`config.mk`:
```
export PLATFORM = sky130hd
export DESIGN_NAME = lfd_deser
export DESIGN_NICKNAME = d
export VERILOG_FILES = /design/src/rtl/lfd_pkg.sv /design/src/rtl/lfd_slot_ctr.sv /design/src/rtl/lfd_lane_cap.sv /design/src/rtl/lfd_out_reg.sv /design/src/rtl/lfd_deser.sv
export SDC_FILE = /design/constraint.sdc
export NUM_CORES = 1
export LEC_CHECK = 0
export BUFFER_PORTS_ARGS = -buffer_cell sky130_fd_sc_hd__buf_2
export CAP_MARGIN = 10
export CORE_MARGIN = 1.5
export CORE_UTILIZATION = 50
export CTS_BUF_LIST = sky130_fd_sc_hd__clkbuf_16
export DETAILED_ROUTE_END_ITERATION = 8
export PLACE_DENSITY = 0.81
export SYNTH_ARGS = -nofsm -noshare
export SYNTH_HDL_FRONTEND = slang
export SYNTH_HIERARCHICAL = 1
export SYNTH_SLANG_ARGS = --single-unit
```
`constraint.sdc`:
```
create_clock -name clk -period 3.2 [get_ports clk]
set_clock_uncertainty 0.05 [all_clocks]
set_input_delay 0.32 -clock clk [delete_from_list [all_inputs] [get_ports clk]]
set_output_delay 0.32 -clock clk [all_outputs]
set_load 0.01 [all_outputs]
```
`src/rtl/lfd_pkg.sv`:
```
// Shared constants and types for the three-lane framed deserializer.
// Assumes at most 16 slots per frame so a 4-bit slot index suffices.
package lfd_pkg;
    localparam int LANES      = 3;
    localparam int LANE_DATA  = 7;
    localparam int SLOTS_BAL  = 9;
    localparam int SLOTS_RAW  = 7;
    localparam int WORD_W     = LANES * LANE_DATA;
    localparam int SLOT_W     = $clog2(SLOTS_BAL + 1);
    // Balanced-mode slot positions of the two control bits.
    localparam int SLOT_CTL_A = 5;
    localparam int SLOT_CTL_B = 8;

    typedef logic [SLOT_W-1:0] slot_t;
endpackage

```
`src/rtl/lfd_slot_ctr.sv`:
```
// Frame alignment and slot counter.
// Assumes frame_sync marks slot 0 in the same cycle it is high. Produces the
// slot index of the bit presented this cycle, the mode in force for the
// current frame (sampled only at boundaries) and a last-slot flag.
module lfd_slot_ctr
    import lfd_pkg::*;
(
    input  logic  clk,
    input  logic  rst_n,
    input  logic  frame_sync,
    input  logic  bal_mode,
    output slot_t cur_slot,
    output logic  cur_mode,
    output logic  active,
    output logic  frame_done
);
    logic  aligned_q;
    logic  mode_q;
    slot_t nxt_q;
    logic  boundary;
    slot_t last_slot;

    // Decode the current slot, the frame mode and the end of frame.
    always_comb begin
        boundary   = frame_sync | (aligned_q & (nxt_q == '0));
        cur_mode   = boundary ? bal_mode : mode_q;
        cur_slot   = frame_sync ? '0 : nxt_q;
        active     = frame_sync | aligned_q;
        last_slot  = cur_mode ? slot_t'(SLOTS_BAL - 1) : slot_t'(SLOTS_RAW - 1);
        frame_done = active & (cur_slot == last_slot);
    end

    // Track alignment, latch the mode at boundaries, advance the slot index.
    always_ff @(posedge clk) begin
        if (!rst_n) begin
            aligned_q <= 1'b0;
            mode_q    <= 1'b0;
            nxt_q     <= '0;
        end else begin
            if (frame_sync) aligned_q <= 1'b1;
            if (boundary)   mode_q    <= bal_mode;
            if (!active || frame_done) nxt_q <= '0;
            else                       nxt_q <= cur_slot + 1'b1;
        end
    end

    AST_SLOT_RANGE: assert property (@(posedge clk) disable iff (!rst_n)
        nxt_q <= slot_t'(SLOTS_BAL - 1));
    AST_RAW_SHORT: assert property (@(posedge clk) disable iff (!rst_n)
        (aligned_q && !mode_q) |-> (nxt_q <= slot_t'(SLOTS_RAW - 1)));
    AST_SYNC_RESTART: assert property (@(posedge clk) disable iff (!rst_n)
        frame_sync |=> (nxt_q == slot_t'(1)));
    AST_MODE_HELD: assert property (@(posedge clk) disable iff (!rst_n)
        (aligned_q && nxt_q != '0 && !frame_sync) |=> $stable(mode_q));
endmodule

```
`src/rtl/lfd_lane_cap.sv`:
```
// One lane's slot capture buffer.
// Stores each bit at its slot index while aligned, and exposes the whole
// frame with the bit of the current cycle already substituted, so the
// output stage can take a frame in the same cycle as its last slot.
module lfd_lane_cap
    import lfd_pkg::*;
#(
    parameter int SLOTS = SLOTS_BAL
)(
    input  logic             clk,
    input  logic             rst_n,
    input  logic             lane_bit,
    input  slot_t            cur_slot,
    input  logic             active,
    output logic [SLOTS-1:0] frame_bits
);
    logic [SLOTS-1:0] buf_q;

    // Write the incoming bit into its slot.
    always_ff @(posedge clk) begin
        if (!rst_n) begin
            buf_q <= '0;
        end else begin
            for (int s = 0; s < SLOTS; s++) begin
                if (active && cur_slot == slot_t'(s)) buf_q[s] <= lane_bit;
            end
        end
    end

    // Bypass the live bit into its slot position.
    for (genvar s = 0; s < SLOTS; s++) begin : g_slot
        assign frame_bits[s] = (active && cur_slot == slot_t'(s)) ? lane_bit : buf_q[s];
    end
endmodule

```
`src/rtl/lfd_out_reg.sv`:
```
// Output mapping and registers.
// Maps each lane's slot frame onto the data word and control bits in the
// layout of the frame's mode, and loads all outputs together on frame_done.
module lfd_out_reg
    import lfd_pkg::*;
(
    input  logic                           clk,
    input  logic                           rst_n,
    input  logic                           frame_done,
    input  logic                           cur_mode,
    input  logic [LANES-1:0][SLOTS_BAL-1:0] lane_frames,
    output logic [WORD_W-1:0]              data_word,
    output logic [LANES-1:0]               ctl_a,
    output logic [LANES-1:0]               ctl_b,
    output logic                           word_valid
);
    logic [WORD_W-1:0] map_word;
    logic [LANES-1:0]  map_a;
    logic [LANES-1:0]  map_b;

    for (genvar k = 0; k < LANES; k++) begin : g_lane
        // Pick this lane's data and control bits for the active layout.
        always_comb begin
            if (cur_mode) begin
                for (int i = 0; i < SLOT_CTL_A; i++)
                    map_word[k*LANE_DATA + i] = lane_frames[k][i];
                for (int i = SLOT_CTL_A; i < LANE_DATA; i++)
                    map_word[k*LANE_DATA + i] = lane_frames[k][i+1];
                map_a[k] = lane_frames[k][SLOT_CTL_A];
                map_b[k] = lane_frames[k][SLOT_CTL_B];
            end else begin
                for (int i = 0; i < LANE_DATA; i++)
                    map_word[k*LANE_DATA + i] = lane_frames[k][i];
                map_a[k] = 1'b0;
                map_b[k] = 1'b0;
            end
        end
    end

    // Load the mapped frame and raise the strobe for one cycle.
    always_ff @(posedge clk) begin
        if (!rst_n) begin
            data_word  <= '0;
            ctl_a      <= '0;
            ctl_b      <= '0;
            word_valid <= 1'b0;
        end else begin
            word_valid <= frame_done;
            if (frame_done) begin
                data_word <= map_word;
                ctl_a     <= map_a;
                ctl_b     <= map_b;
            end
        end
    end

    AST_RAW_CTL_ZERO: assert property (@(posedge clk) disable iff (!rst_n)
        (frame_done && !cur_mode) |=> (ctl_a == '0 && ctl_b == '0));
endmodule

```
`src/rtl/lfd_deser.sv`:
```
// Three-lane framed deserializer, top level.
// Assumes clk runs at the lane bit rate and frame_sync, when present, is
// high for the cycle carrying slot 0. Wires the slot counter, one capture
// buffer per lane and the output stage.
module lfd_deser
    import lfd_pkg::*;
(
    input  logic              clk,
    input  logic              rst_n,
    input  logic              frame_sync,
    input  logic              bal_mode,
    input  logic [LANES-1:0]  lane_in,
    output logic [WORD_W-1:0] data_word,
    output logic [LANES-1:0]  ctl_a,
    output logic [LANES-1:0]  ctl_b,
    output logic              word_valid
);
    slot_t cur_slot;
    logic  cur_mode;
    logic  active;
    logic  frame_done;
    logic [LANES-1:0][SLOTS_BAL-1:0] lane_frames;

    lfd_slot_ctr u_ctr (
        .clk        (clk),
        .rst_n      (rst_n),
        .frame_sync (frame_sync),
        .bal_mode   (bal_mode),
        .cur_slot   (cur_slot),
        .cur_mode   (cur_mode),
        .active     (active),
        .frame_done (frame_done)
    );

    for (genvar k = 0; k < LANES; k++) begin : g_cap
        lfd_lane_cap #(.SLOTS(SLOTS_BAL)) u_cap (
            .clk        (clk),
            .rst_n      (rst_n),
            .lane_bit   (lane_in[k]),
            .cur_slot   (cur_slot),
            .active     (active),
            .frame_bits (lane_frames[k])
        );
    end

    lfd_out_reg u_out (
        .clk         (clk),
        .rst_n       (rst_n),
        .frame_done  (frame_done),
        .cur_mode    (cur_mode),
        .lane_frames (lane_frames),
        .data_word   (data_word),
        .ctl_a       (ctl_a),
        .ctl_b       (ctl_b),
        .word_valid  (word_valid)
    );

    AST_VALID_PULSE: assert property (@(posedge clk) disable iff (!rst_n)
        word_valid |=> !word_valid);
    AST_HOLD_WORD: assert property (@(posedge clk) disable iff (!rst_n)
        !word_valid |-> ($stable(data_word) && $stable(ctl_a) && $stable(ctl_b)));
endmodule

```
After elaboration in Yosys (flattened, before gate mapping)
Cells that the tools add are included.
Word-level totals
  flip-flop bits (word level): 61
  word-level logic and storage cells: 78
  input bits: 7
Cells by class
  reduce and logical (&&, ||, !) cells: 14
  muxes and demuxes: 39
  add/subtract/negate cells: 1
  bitwise logic cells: 5
  equal/unequal tests: 9
Operator list (number)
  1-bit two-way mux: 34
  7-bit two-way mux: 3
  4-bit by 3-bit == test with 1-bit output, second input constant: 4
  1-bit logical AND: 9
  4-bit by 2-bit == test with 1-bit output, second input constant: 2
  4-bit logical NOT: 2
  4-bit two-way mux: 2
  4-bit by 1-bit adder with 4-bit output, second input constant: 1
  4-bit by 1-bit == test with 1-bit output, second input constant: 1
  4-bit == test: 1
  4-bit == test, second input constant: 1
  1-bit bitwise AND: 2
  1-bit bitwise OR: 2
  2-bit OR reduction: 1
  1-bit logical NOT: 1
  1-bit logical OR: 1
  1-bit inverter: 1

Longest topological paths before layout
Gate-level depths: netlist of the first run.
  word-level depth: 9
  mapped depth: 7
  depth with buffers taken out: 6

Modules after synthesis
The synthesis of the first run kept the hierarchy.
Modules (own cells, without submodules)
  lfd_lane_cap: cells each 53, seq. area each 180.2 um^2, area an instance 504.2 um^2, times used 3
  lfd_out_reg: cells each 103, seq. area each 560.5 um^2, area an instance 1121.1 um^2, times used 1
  lfd_slot_ctr: cells each 33, seq. area each 120.1 um^2, area an instance 322.8 um^2, times used 1

Worst setup path after synthesis of the first run
No wires, ideal clock.
  path type: input to register
  start: input frame_sync
  end: register u_out.data_word[0]
  setup time: 0.116 ns
  setup slack: 1.308 ns
  data required time: 3.034 ns
  stages: 7
  arrival time: 1.726 ns
  cells stage by stage: or4b_1 -> nor3b_2 -> o21a_1 -> buf_6 -> buf_8 -> mux2i_1 -> nor2b_1
On the way
  cells in the longest elaborated chain, start to end: 5
  elaborated cells on any way between the ends: 11
  classes of those cells: 1 x eq/ne; 5 x mux; 3 x bitwise; 2 x reduce/logical
Ends and longest elaborated chain
  start, declared: line lfd_deser.sv:10  | input logic frame_sync,
  1-bit bitwise OR: line lfd_slot_ctr.sv:25  | boundary = frame_sync | (aligned_q & (nxt_q == '0));
  1-bit two-way mux: line lfd_slot_ctr.sv:26  | cur_mode = boundary ? bal_mode : mode_q;
  4-bit two-way mux: line lfd_slot_ctr.sv:29  | last_slot = cur_mode ? slot_t'(SLOTS_BAL - 1) : slot_t'(SLOTS_RAW - 1);
  4-bit == test: line lfd_slot_ctr.sv:30  | frame_done = active & (cur_slot == last_slot);
  1-bit bitwise AND (*): line lfd_slot_ctr.sv:30
  via frame_done: line lfd_deser.sv:21  | logic frame_done;
  end signal, assigned: line lfd_out_reg.sv:50  | data_word <= map_word;
  end, declared: line lfd_out_reg.sv:12  | output logic [WORD_W-1:0] data_word,
The timed path passes the listed nets; every way through them passes the cells marked *.
A chain may end at the register's enable or synchronous reset.

Final worst setup path of the first run
  start: register u_ctr.nxt_q[1]
  end: register u_out.data_word[1]
On the way
  cells in the longest elaborated chain, start to end: 7
  elaborated cells on any way between the ends: 12
  classes of those cells: 2 x eq/ne; 5 x mux; 3 x bitwise; 2 x reduce/logical
Ends and longest elaborated chain
  start, declared: line lfd_slot_ctr.sv:19  | slot_t nxt_q;
  start signal, assigned: line lfd_slot_ctr.sv:43  | else nxt_q <= cur_slot + 1'b1;
  4-bit logical NOT: line lfd_slot_ctr.sv:25
  1-bit bitwise AND: line lfd_slot_ctr.sv:25
  1-bit bitwise OR: line lfd_slot_ctr.sv:25
  1-bit two-way mux: line lfd_slot_ctr.sv:26
  4-bit two-way mux: line lfd_slot_ctr.sv:29
  4-bit == test (*): line lfd_slot_ctr.sv:30
  1-bit bitwise AND (*): line lfd_slot_ctr.sv:30
  via frame_done: line lfd_deser.sv:21
Marks and branches as above.

==> results of run 1 <==
==> metal layers <==
| layer | global-route usage | vias up | wire [µm] |
|---|---|---|---|
| met5 | 0 | - | 0 |
| met2 | 0.3403 | 52 | 2896 |
| li1 | - | 1093 | - |
| met3 | 0.06629 | 9 | 284 |
| met1 | 0.2500 | 1050 | 2670 |
| met4 | 0.07414 | 0 | 80 |
==> cell usage in the layout, fill, tap and decap left out, types with 2 or more instances in the layout <==
| master | n |
|---|---|
| nor3b_2 | 4 |
| mux2_4 | 3 |
| and2b_2 | 4 |
| nand4b_1 | 3 |
| mux2_2 | 22 |
| nor2_1 | 5 |
| and2_4 | 3 |
| mux2_1 | 3 |
| nor2b_1 | 21 |
| mux2i_1 | 49 |
| bufinv_16 | 2 |
| nand3_1 | 13 |
| nor3_1 | 4 |
| nand2_1 | 47 |
| nand2b_1 | 6 |
| buf_4 | 3 |
| clkinv_2 | 3 |
| inv_1 | 2 |
| o21ai_0 | 6 |
| and3b_1 | 3 |
| a21oi_1 | 6 |
| a21boi_1 | 6 |
| buf_2 | 34 |
| clkbuf_16 | 9 |
| dfxtp_1 | 61 |
| o21a_1 | 2 |
==> synthesized netlist by cell type (4+ instances only) <==
cell / number / area [µm²]
nand3_1: 13 / 65.06
mux2_2: 22 / 247.7
buf_6: 4 / 45.04
nand2b_1: 6 / 37.54
dfxtp_1: 61 / 1221
and2b_2: 4 / 35.03
o21ai_0: 6 / 30.03
nor3_1: 4 / 20.02
nor3b_2: 4 / 50.05
nor2_1: 5 / 18.77
a21oi_1: 6 / 30.03
mux2i_1: 49 / 490.5
clkbuf_1: 6 / 22.52
nor2b_1: 21 / 131.4
nand2_1: 47 / 176.4
a21boi_1: 6 / 45.04
==> stage by stage <==
step,worst slack [ns],power [W],cell area [µm²]
after floorplan,1.308,0.0008592,2957
after global placement,1.054,0.0008775,3139
after detailed placement,0.9649,0.0008804,3139
after CTS,1.075,0.001877,3447
after global routing,0.9219,0.001924,3447
final,1.014,0.001863,3447
==> worst max-delay path by stage <==
| stage | slack [ns] | from | cells after the start | end |
|---|---|---|---|---|
| floorplan | 1.31 | frame_sync | 7 | u_out/data_word[0] |
| global placement | 1.05 | frame_sync | 7 | u_out/data_word[10] |
| detailed placement | 0.96 | frame_sync | 7 | u_out/data_word[1] |
| CTS | 1.08 | u_ctr/nxt_q[1] | 6 | u_out/data_word[1] |
| global route | 0.92 | u_ctr/nxt_q[1] | 6 | u_out/data_word[13] |
| finish | 1.01 | u_ctr/nxt_q[1] | 6 | u_out/data_word[1] |
==> cells by family after synthesis <==
| kind of cell | share of synthesized area |
|---|---|
| compound gates | 0.04528 |
| xor+xnor | 0.005926 |
| fa+ha+maj | 0.004231 |
| buf+inv | 0.03385 |
| flops | 0.4130 |
| mux | 0.2763 |
| simple gates | 0.2213 |
==> critical path: stages, from the launching register on <==
cell and delay, ns:
dfxtp_1 0.42, or4b_1 0.48, nor3b_2 0.35, o21a_1 0.19
buf_4 0.26, mux2i_1 0.25, nor2b_1 0.06
==> final cells by class <==
cell class | instances | area (µm²)
clock buffer | 9 | 225.2
clock inverter | 7 | 82.58
fill | 487 | 2161
multi-input combinational | 220 | 1635
sequential | 61 | 1221
tap | 72 | 90.09
timing repair buffer | 37 | 192.7
==> state kept, by name (all words and copies together) (netlist names) <==
name,cells
u_ctr/nxt_q,4
u_ctr/mode_q,1
u_out/word_valid,1
u_out/data_word,21
u_out/ctl_a,3
g_cap.u_cap/buf_q,27
u_ctr/aligned_q,1
u_out/ctl_b,3
==> where the power goes <==
group          internal (W)   total, W  switching, W
sequential         0.000769   0.000775    0.00000590
combinational     0.0000357  0.0000910     0.0000553
clock              0.000670   0.000997      0.000327
==> run metrics, run 1 <==
Slew @ Worst Pin about 0.64 ns; fin util 0.6147; H-tree lvl count 3; Tcrit/Tclk final 0.6830; R2R Setup Slk between 1 and 1.5 ns; Mapped Area 2957 µm²; fin crit period about 2.2 ns; Post-synth EDFFs 0; CTS Hold Bufs 0; die area 6383 µm²; Area Growth Syn to Fin 16.59%; Final Setup Violations 0; RSZ-0062 raised after global routing false; nets@finish roughly 340; WL final 5932 µm; post-route ant nets 0; synthesized instance count a little under 300; final hold violation count 0; Crit Reg-Reg Startpoint u_ctr/nxt_q[1]; smallest hold slack a little over 0.2 ns; Worst-path clk slew ~0.05 ns; grt ovf 0; layout cell share with drive strength beyond 1 0.2635; n_diodes 0; Max-slew headroom 0.5718; clock tree buffer depth 2; Worst EP arrival between 2 and 2.5 ns; asr flop ratio synth 0; Chip Width between 70 and 80 µm; Setup crit end kind flop; Fin Setup TNS 0 ns; Synth Warn # 6; FF-to-FF path depth 6; initial core utilization 0.5272; placed instance count 390; fin cells between 400 and 500; total number of vias 2204; sequential cell area fraction in the yosys report 0.4130; Leakage 1.533 nW; maxcap violations 0; TritonCTS Buffers 9; Mean Syn Cell Area around 10 µm²; setup bufs post-CTS 0; vias in the first global route about 2100; final HPWL from detailed placement 3769 µm; CTS tree yes; Hold EP u_ctr/mode_q; outcome complete, no violations; Sink Count between 60 and 70; site row count 27; critical setup path kind flop to flop; Worst Path Max Fanout 16; startpoint types flop; global-route usage over all layers 0.2062; HP Start bal_mode; Buffers on Ports 34; first-pass GRT wire length roughly 10000 µm; core area between 5000 and 6000 µm²; Synth Register Bits 61; PD cells around 540 nW/µm²; worst hold path cell count 3; vias per inst roughly 5.4; VDD IR max 0.0004042 V; Clock Latency Late Sink roughly 0.32 ns; initial DRC count 86; CTS root buf clkbuf_16; initial antenna violation count 0; Hold WC Path Type primary input to flop; Yosys cell types 36; fmax 457.5 MHz; gpl congestion ~0.84; required time of the critical path roughly 3.4 ns; chip height 79.90 µm; WL/cell about 15 µm; drc violations 0; Reg-to-Reg End u_out/data_word[1]; largest net degree at the start of global routing 42; Ports 35; Synthesized Nets roughly 300; Main synth FF type dfxtp_1; Slew Limit Fails 0; cts repair resizes 0; router iterations before antenna repair 4
(Power assumes the default switching activity.)
==> run 2, diff against run 1 <==
- PLACE_DENSITY: 0.81 -> 0.84
- clock period: 3.2 -> 1.76 ns (I/O delays scaled with it)
==> run metrics, run 2 (synthesis gave the netlist of run 1 again) <==
die area 6383 µm² (unchanged); Largest register FFs 27 (unchanged); Slew Limit Fails 0 (unchanged); RSZ-0062 raised after global routing true (was false); most common cell after layout, fill and taps aside dfxtp_1 (unchanged); n_diodes 0 (unchanged); outcome finished, violations left (was complete, no violations); clock tree buffer depth 2 (unchanged); Slew @ Worst Pin 0.5340 ns (was 0.6423 ns); TritonCTS Buffers 9 (unchanged); failing checks negative setup slack; Hold WC Path Type primary input to flop (unchanged); Max-slew headroom 0.6409 (was 0.5718); Worst Path Max Fanout 7 (was 16); most flop-heavy register g_cap.u_cap/buf_q (unchanged); gpl congestion 0.8361 (was 0.8400); final hold violation count 0 (unchanged); VDD IR max 0.0007914 V (was 0.0004042 V); post-route ant nets 0 (unchanged); WL/cell 15.89 µm (was 14.61 µm); router iterations before antenna repair 4 (unchanged); total number of vias 2459 (was 2204); PD cells 847.2 nW/µm² (was 540.3 nW/µm²); Clock Latency Late Sink 0.33 ns (was 0.32 ns); Regs by FF count g_cap.u_cap/buf_q: 27 flops, u_out/data_word: 21 flops, u_ctr/nxt_q: 4 flops (unchanged); initial core utilization 0.5272 (unchanged); required time of the critical path 1.93 ns (was 3.36 ns); area of the multi-input gates 1793 µm² (was 1635 µm²); Setup crit end kind flop (unchanged); startpoint types flop (unchanged); drc violations 0 (unchanged); layout cell share with drive strength beyond 1 0.4344 (was 0.2635); initial DRC count 125 (was 86); Worst EP arrival 2.03 ns (was 2.35 ns); maxcap violations 0 (unchanged); largest net degree at the start of global routing 19 (was 42); commonest non-fill, non-tap cells in the layout 58 x dfxtp_1, 52 x buf_4, 47 x mux2i_1 (was 61 x dfxtp_1, 49 x mux2i_1, 47 x nand2_1); nets@finish 392 (was 337); placed instance count 440 (was 390); fin cells 461 (was 406); Filler Cell Count 387 (was 487); Area Growth Syn to Fin 38.38% (was 16.59%); fmax 536.8 MHz (was 457.5 MHz); grt ovf 0 (unchanged); Chip Width 79.90 µm (unchanged); first-pass GRT wire length 11350 µm (was 10050 µm); vias in the first global route 2485 (was 2144); register area 1225 µm² (was 1221 µm²); final worst slack -0.1028 ns (was 1.014 ns); chip height 79.90 µm (unchanged); Sink Count 61 (unchanged); Buffers on Ports 34 (unchanged); critical setup path kind flop to flop (unchanged); CTS tree yes (unchanged); final instance area 4091 µm² (was 3447 µm²); Crit Reg-Reg Startpoint u_ctr/nxt_q[0] (was u_ctr/nxt_q[1]); Tcrit/Tclk final 1.058 (was 0.6830); initial antenna violation count 0 (unchanged); H-tree lvl count 3 (unchanged); CTS root buf clkbuf_16 (unchanged); site row count 27 (unchanged); Final Setup Violations 25 (was 0); Worst-path clk slew 0.05 ns (about the same); placement-stage cell area 3541 µm² (was 3139 µm²); final HPWL from detailed placement 4335 µm (was 3769 µm); vias per inst 5.334 (was 5.429); Fin Setup TNS -1.397 ns (was 0 ns); core area 5608 µm² (unchanged); HP Start bal_mode (unchanged); Worst setup startpoint u_ctr/nxt_q[0] (was u_ctr/nxt_q[1]); fin crit period 1.863 ns (was 2.186 ns); Ports 35 (unchanged); Leakage 1.846 nW (was 1.533 nW); global-route usage over all layers 0.2326 (was 0.2062); WL final 7325 µm (was 5932 µm)
==> run 2: per-stage QoR <==
step	util	total power [W]	worst slack (ns)	hold slack [ns]
2_1_floorplan	-	0.001563	-0.08249	0.2053
3_3_place_gp	0.6314	0.001643	-0.1385	0.3788
3_5_place_dp	0.6314	0.001649	-0.2067	0.3885
4_1_cts	0.7050	0.003478	-0.1137	0.05375
5_1_grt	0.7296	0.003594	-0.1559	0.07593
6_report	0.7296	0.003466	-0.1028	0.06724
==> run 2: where the power goes <==
| group | internal [W] | switching [W] | leakage (nW) |
|---|---|---|---|
| sequential | 0.00140 | 0.00000994 | 0.494 |
| clock | 0.00121 | 0.000597 | 0.149 |
| combinational | 0.000119 | 0.000127 | 1.20 |
| total | 0.00273 | 0.000734 | 1.85 |
==> run 2: final cells by class <==
class | instances | area share
flip-flops and latches | 61 | 0.2994
repair buffers | 92 | 0.1657
clock inverters | 7 | 0.01957
multi-input cells | 220 | 0.4382
clock buffers | 9 | 0.05505
well taps | 72 | 0.02202
==> run 2: critical path: stages, from the launching register on <==
cell and delay (ns):
dfxtp_2 0.32, buf_4 0.14, and2b_4 0.20, buf_4 0.16, nor2_1 0.20, and2_4 0.20, mux2_4 0.29, mux2i_1 0.13
nor2b_1 0.06
==> run 2: timing repair <==
item / 4_1_cts / 5_1_grt
pin swaps: 3 / 1
setup endpoints to repair: 28 / 28
resized for setup: 20 / 32
cloned: 2 / 0
buffers inserted: 2 / 1
hold buffers: 0 / 0
==> run 2: layer usage <==
metal,vias to the layer above,part of all wire,GRT usage
li1,1203,-,-
met1,1197,0.45,0.2784
met2,48,0.50,0.3874
met3,11,0.035,0.05829
met4,0,0.016,0.1103
met5,-,0,0
==> run 2: worst paths after layout <==
| check | endpoint | slack (ns) | cells past startpoint |
|---|---|---|---|
| hold reg to reg | g_cap[2].u_cap/buf_q[2] | 0.41 | 2 |
| setup reg to reg | u_out/data_word[4] | -0.10 | 8 |
| hold / removal | u_ctr/mode_q | 0.07 | 3 |
| setup / recovery | u_out/data_word[4] | -0.10 | 8 |
==> run 3, diff against run 2 <==
- BUFFER_PORTS_ARGS: -buffer_cell sky130_fd_sc_hd__buf_2 -> -buffer_cell sky130_fd_sc_hd__clkbuf_2
==> run metrics, run 3 (synthesis gave the netlist of run 1 again) <==
initial core utilization 0.5272 (unchanged); Area Growth Syn to Fin 31.40% (was 38.38%); fmax 539.0 MHz (was 536.8 MHz); Regs by FF count g_cap.u_cap/buf_q: 27 flops, u_out/data_word: 21 flops, u_ctr/nxt_q: 4 flops (unchanged); required time of the critical path 1.97 ns (was 1.93 ns); nets@finish 384 (was 392); final worst slack -0.09531 ns (was -0.1028 ns); initial DRC count 134 (was 125); Final Setup Violations 21 (was 25); chip height 79.90 µm (unchanged); outcome finished, violations left (unchanged); router iterations before antenna repair 4 (unchanged); clock tree buffer depth 2 (unchanged); n_diodes 0 (unchanged); Worst Path Max Fanout 12 (was 7); Tcrit/Tclk final 1.054 (was 1.058); vias per inst 5.302 (was 5.334); fin cells 453 (was 461); maxcap violations 0 (unchanged); Clock Latency Late Sink 0.33 ns (about the same); Ports 35 (unchanged); core area 5608 µm² (unchanged); startpoint types flop (unchanged); most flop-heavy register g_cap.u_cap/buf_q (unchanged); Worst-path clk slew 0.05 ns (about the same); Chip Width 79.90 µm (unchanged); global-route usage over all layers 0.2136 (was 0.2326); most common cell after layout, fill and taps aside dfxtp_1 (unchanged); fin util 0.6928 (was 0.7296); drc violations 0 (unchanged); Setup crit end kind flop (unchanged); critical setup path kind flop to flop (unchanged); die area 6383 µm² (unchanged); Hold WC Path Type primary input to flop (unchanged); WL final 6686 µm (was 7325 µm); final HPWL from detailed placement 4142 µm (was 4335 µm); R2R Setup Slk -0.1 ns (was -0.10 ns); Max-slew headroom 0.6355 (was 0.6409); first-pass GRT wire length 10470 µm (was 11350 µm); Largest register FFs 27 (unchanged); Slew Limit Fails 0 (unchanged); largest net degree at the start of global routing 25 (was 19); Sink Count 61 (unchanged); FF-to-FF path depth 7 (was 8); Worst EP arrival 2.06 ns (was 2.03 ns); Worst setup startpoint u_ctr/nxt_q[0] (unchanged); VDD IR max 0.0006144 V (was 0.0007914 V); Slew @ Worst Pin 0.5421 ns (was 0.5340 ns); commonest non-fill, non-tap cells in the layout 59 x dfxtp_1, 48 x mux2i_1, 44 x nand2_1 (was 58 x dfxtp_1, 52 x buf_4, 47 x mux2i_1); vias in the first global route 2317 (was 2485); Reg-to-Reg End u_out/data_word[19] (was u_out/data_word[4]); post-route ant nets 0 (unchanged); Fin Setup TNS -1.058 ns (was -1.397 ns); grt ovf 0 (unchanged); site row count 27 (unchanged); PD cells 807.7 nW/µm² (was 847.2 nW/µm²); gpl congestion 0.8149 (was 0.8361); failing checks negative setup slack (unchanged); initial antenna violation count 0 (unchanged); placed instance count 428 (was 440); Crit Reg-Reg Startpoint u_ctr/nxt_q[0] (unchanged); CTS root buf clkbuf_16 (unchanged); RSZ-0062 raised after global routing true (unchanged); Buffers on Ports 34 (unchanged); Setup crit end u_out/data_word[19] (was u_out/data_word[4]); WL/cell 14.76 µm (was 15.89 µm); CTS tree yes (unchanged); H-tree lvl count 3 (unchanged); layout cell share with drive strength beyond 1 0.3963 (was 0.4344); fin crit period 1.855 ns (was 1.863 ns); total number of vias 2402 (was 2459); Leakage 1.732 nW (was 1.846 nW); TritonCTS Buffers 9 (unchanged); final hold violation count 0 (unchanged)
[run 3: how the worst min path moves through the flow]
stage                from             end  slack [ns]  cells after the start
4_1_cts          bal_mode    u_ctr/mode_q        0.04                      3
5_1_grt          bal_mode    u_ctr/mode_q        0.07                      3
3_3_place_gp     bal_mode    u_ctr/mode_q        0.37                      3
6_report         bal_mode    u_ctr/mode_q        0.05                      3
3_5_place_dp     bal_mode    u_ctr/mode_q        0.38                      3
2_1_floorplan  frame_sync  u_ctr/nxt_q[3]        0.21                      1
[run 3: area by class of cell]
type | instances | area (µm²)
Multi-Input combinational cell | 222 | 1729
Fill cell | 419 | 1723
Sequential cell | 61 | 1224
Timing Repair Buffer | 82 | 584.3
Clock buffer | 9 | 225.2
Tap cell | 72 | 90.09
Clock inverter | 7 | 32.53
[run 3: power breakdown]
part           switching [W]  internal (W)  total [W]
Combinational       0.000120      0.000106   0.000226
Clock               0.000580      0.000924    0.00150
Sequential        0.00000981       0.00140    0.00141
[run 3: layer usage]
| layer | vias to the layer above | wire length [µm] | GRT usage |
|---|---|---|---|
| li1 | 1185 | - | - |
| met1 | 1148 | 3088 | 0.2653 |
| met2 | 54 | 3163 | 0.3462 |
| met3 | 15 | 273 | 0.04800 |
| met4 | 0 | 161 | 0.1052 |
| met5 | - | 0 | 0 |
[run 3: critical path: stages (launching register included)]
cell and delay (ns):
dfxtp_2 0.31, or4b_4 0.52, nor3b_4 0.22, o21a_4 0.19, buf_4 0.13, clkbuf_16 0.15, o21ai_0 0.08, a21oi_1 0.13
[run 3: stage by stage]
stage,cell area (µm²),setup WS [ns],total power [W],hold slack (ns)
floorplan,2958,-0.08249,0.001563,0.2053
global placement,3451,-0.1189,0.001625,0.3668
detailed placement,3451,-0.1520,0.001631,0.3797
CTS,3766,-0.06607,0.003154,0.04104
global route,3885,-0.1560,0.003248,0.06661
finish,3885,-0.09531,0.003138,0.04972
[run 3: timing repair]
action	CTS	global route
buffers inserted	4	2
gates cloned	0	3
gates resized for setup	13	22
pin swaps	3	2
hold buffers	0	0
endpoints found under the setup margin	27	27
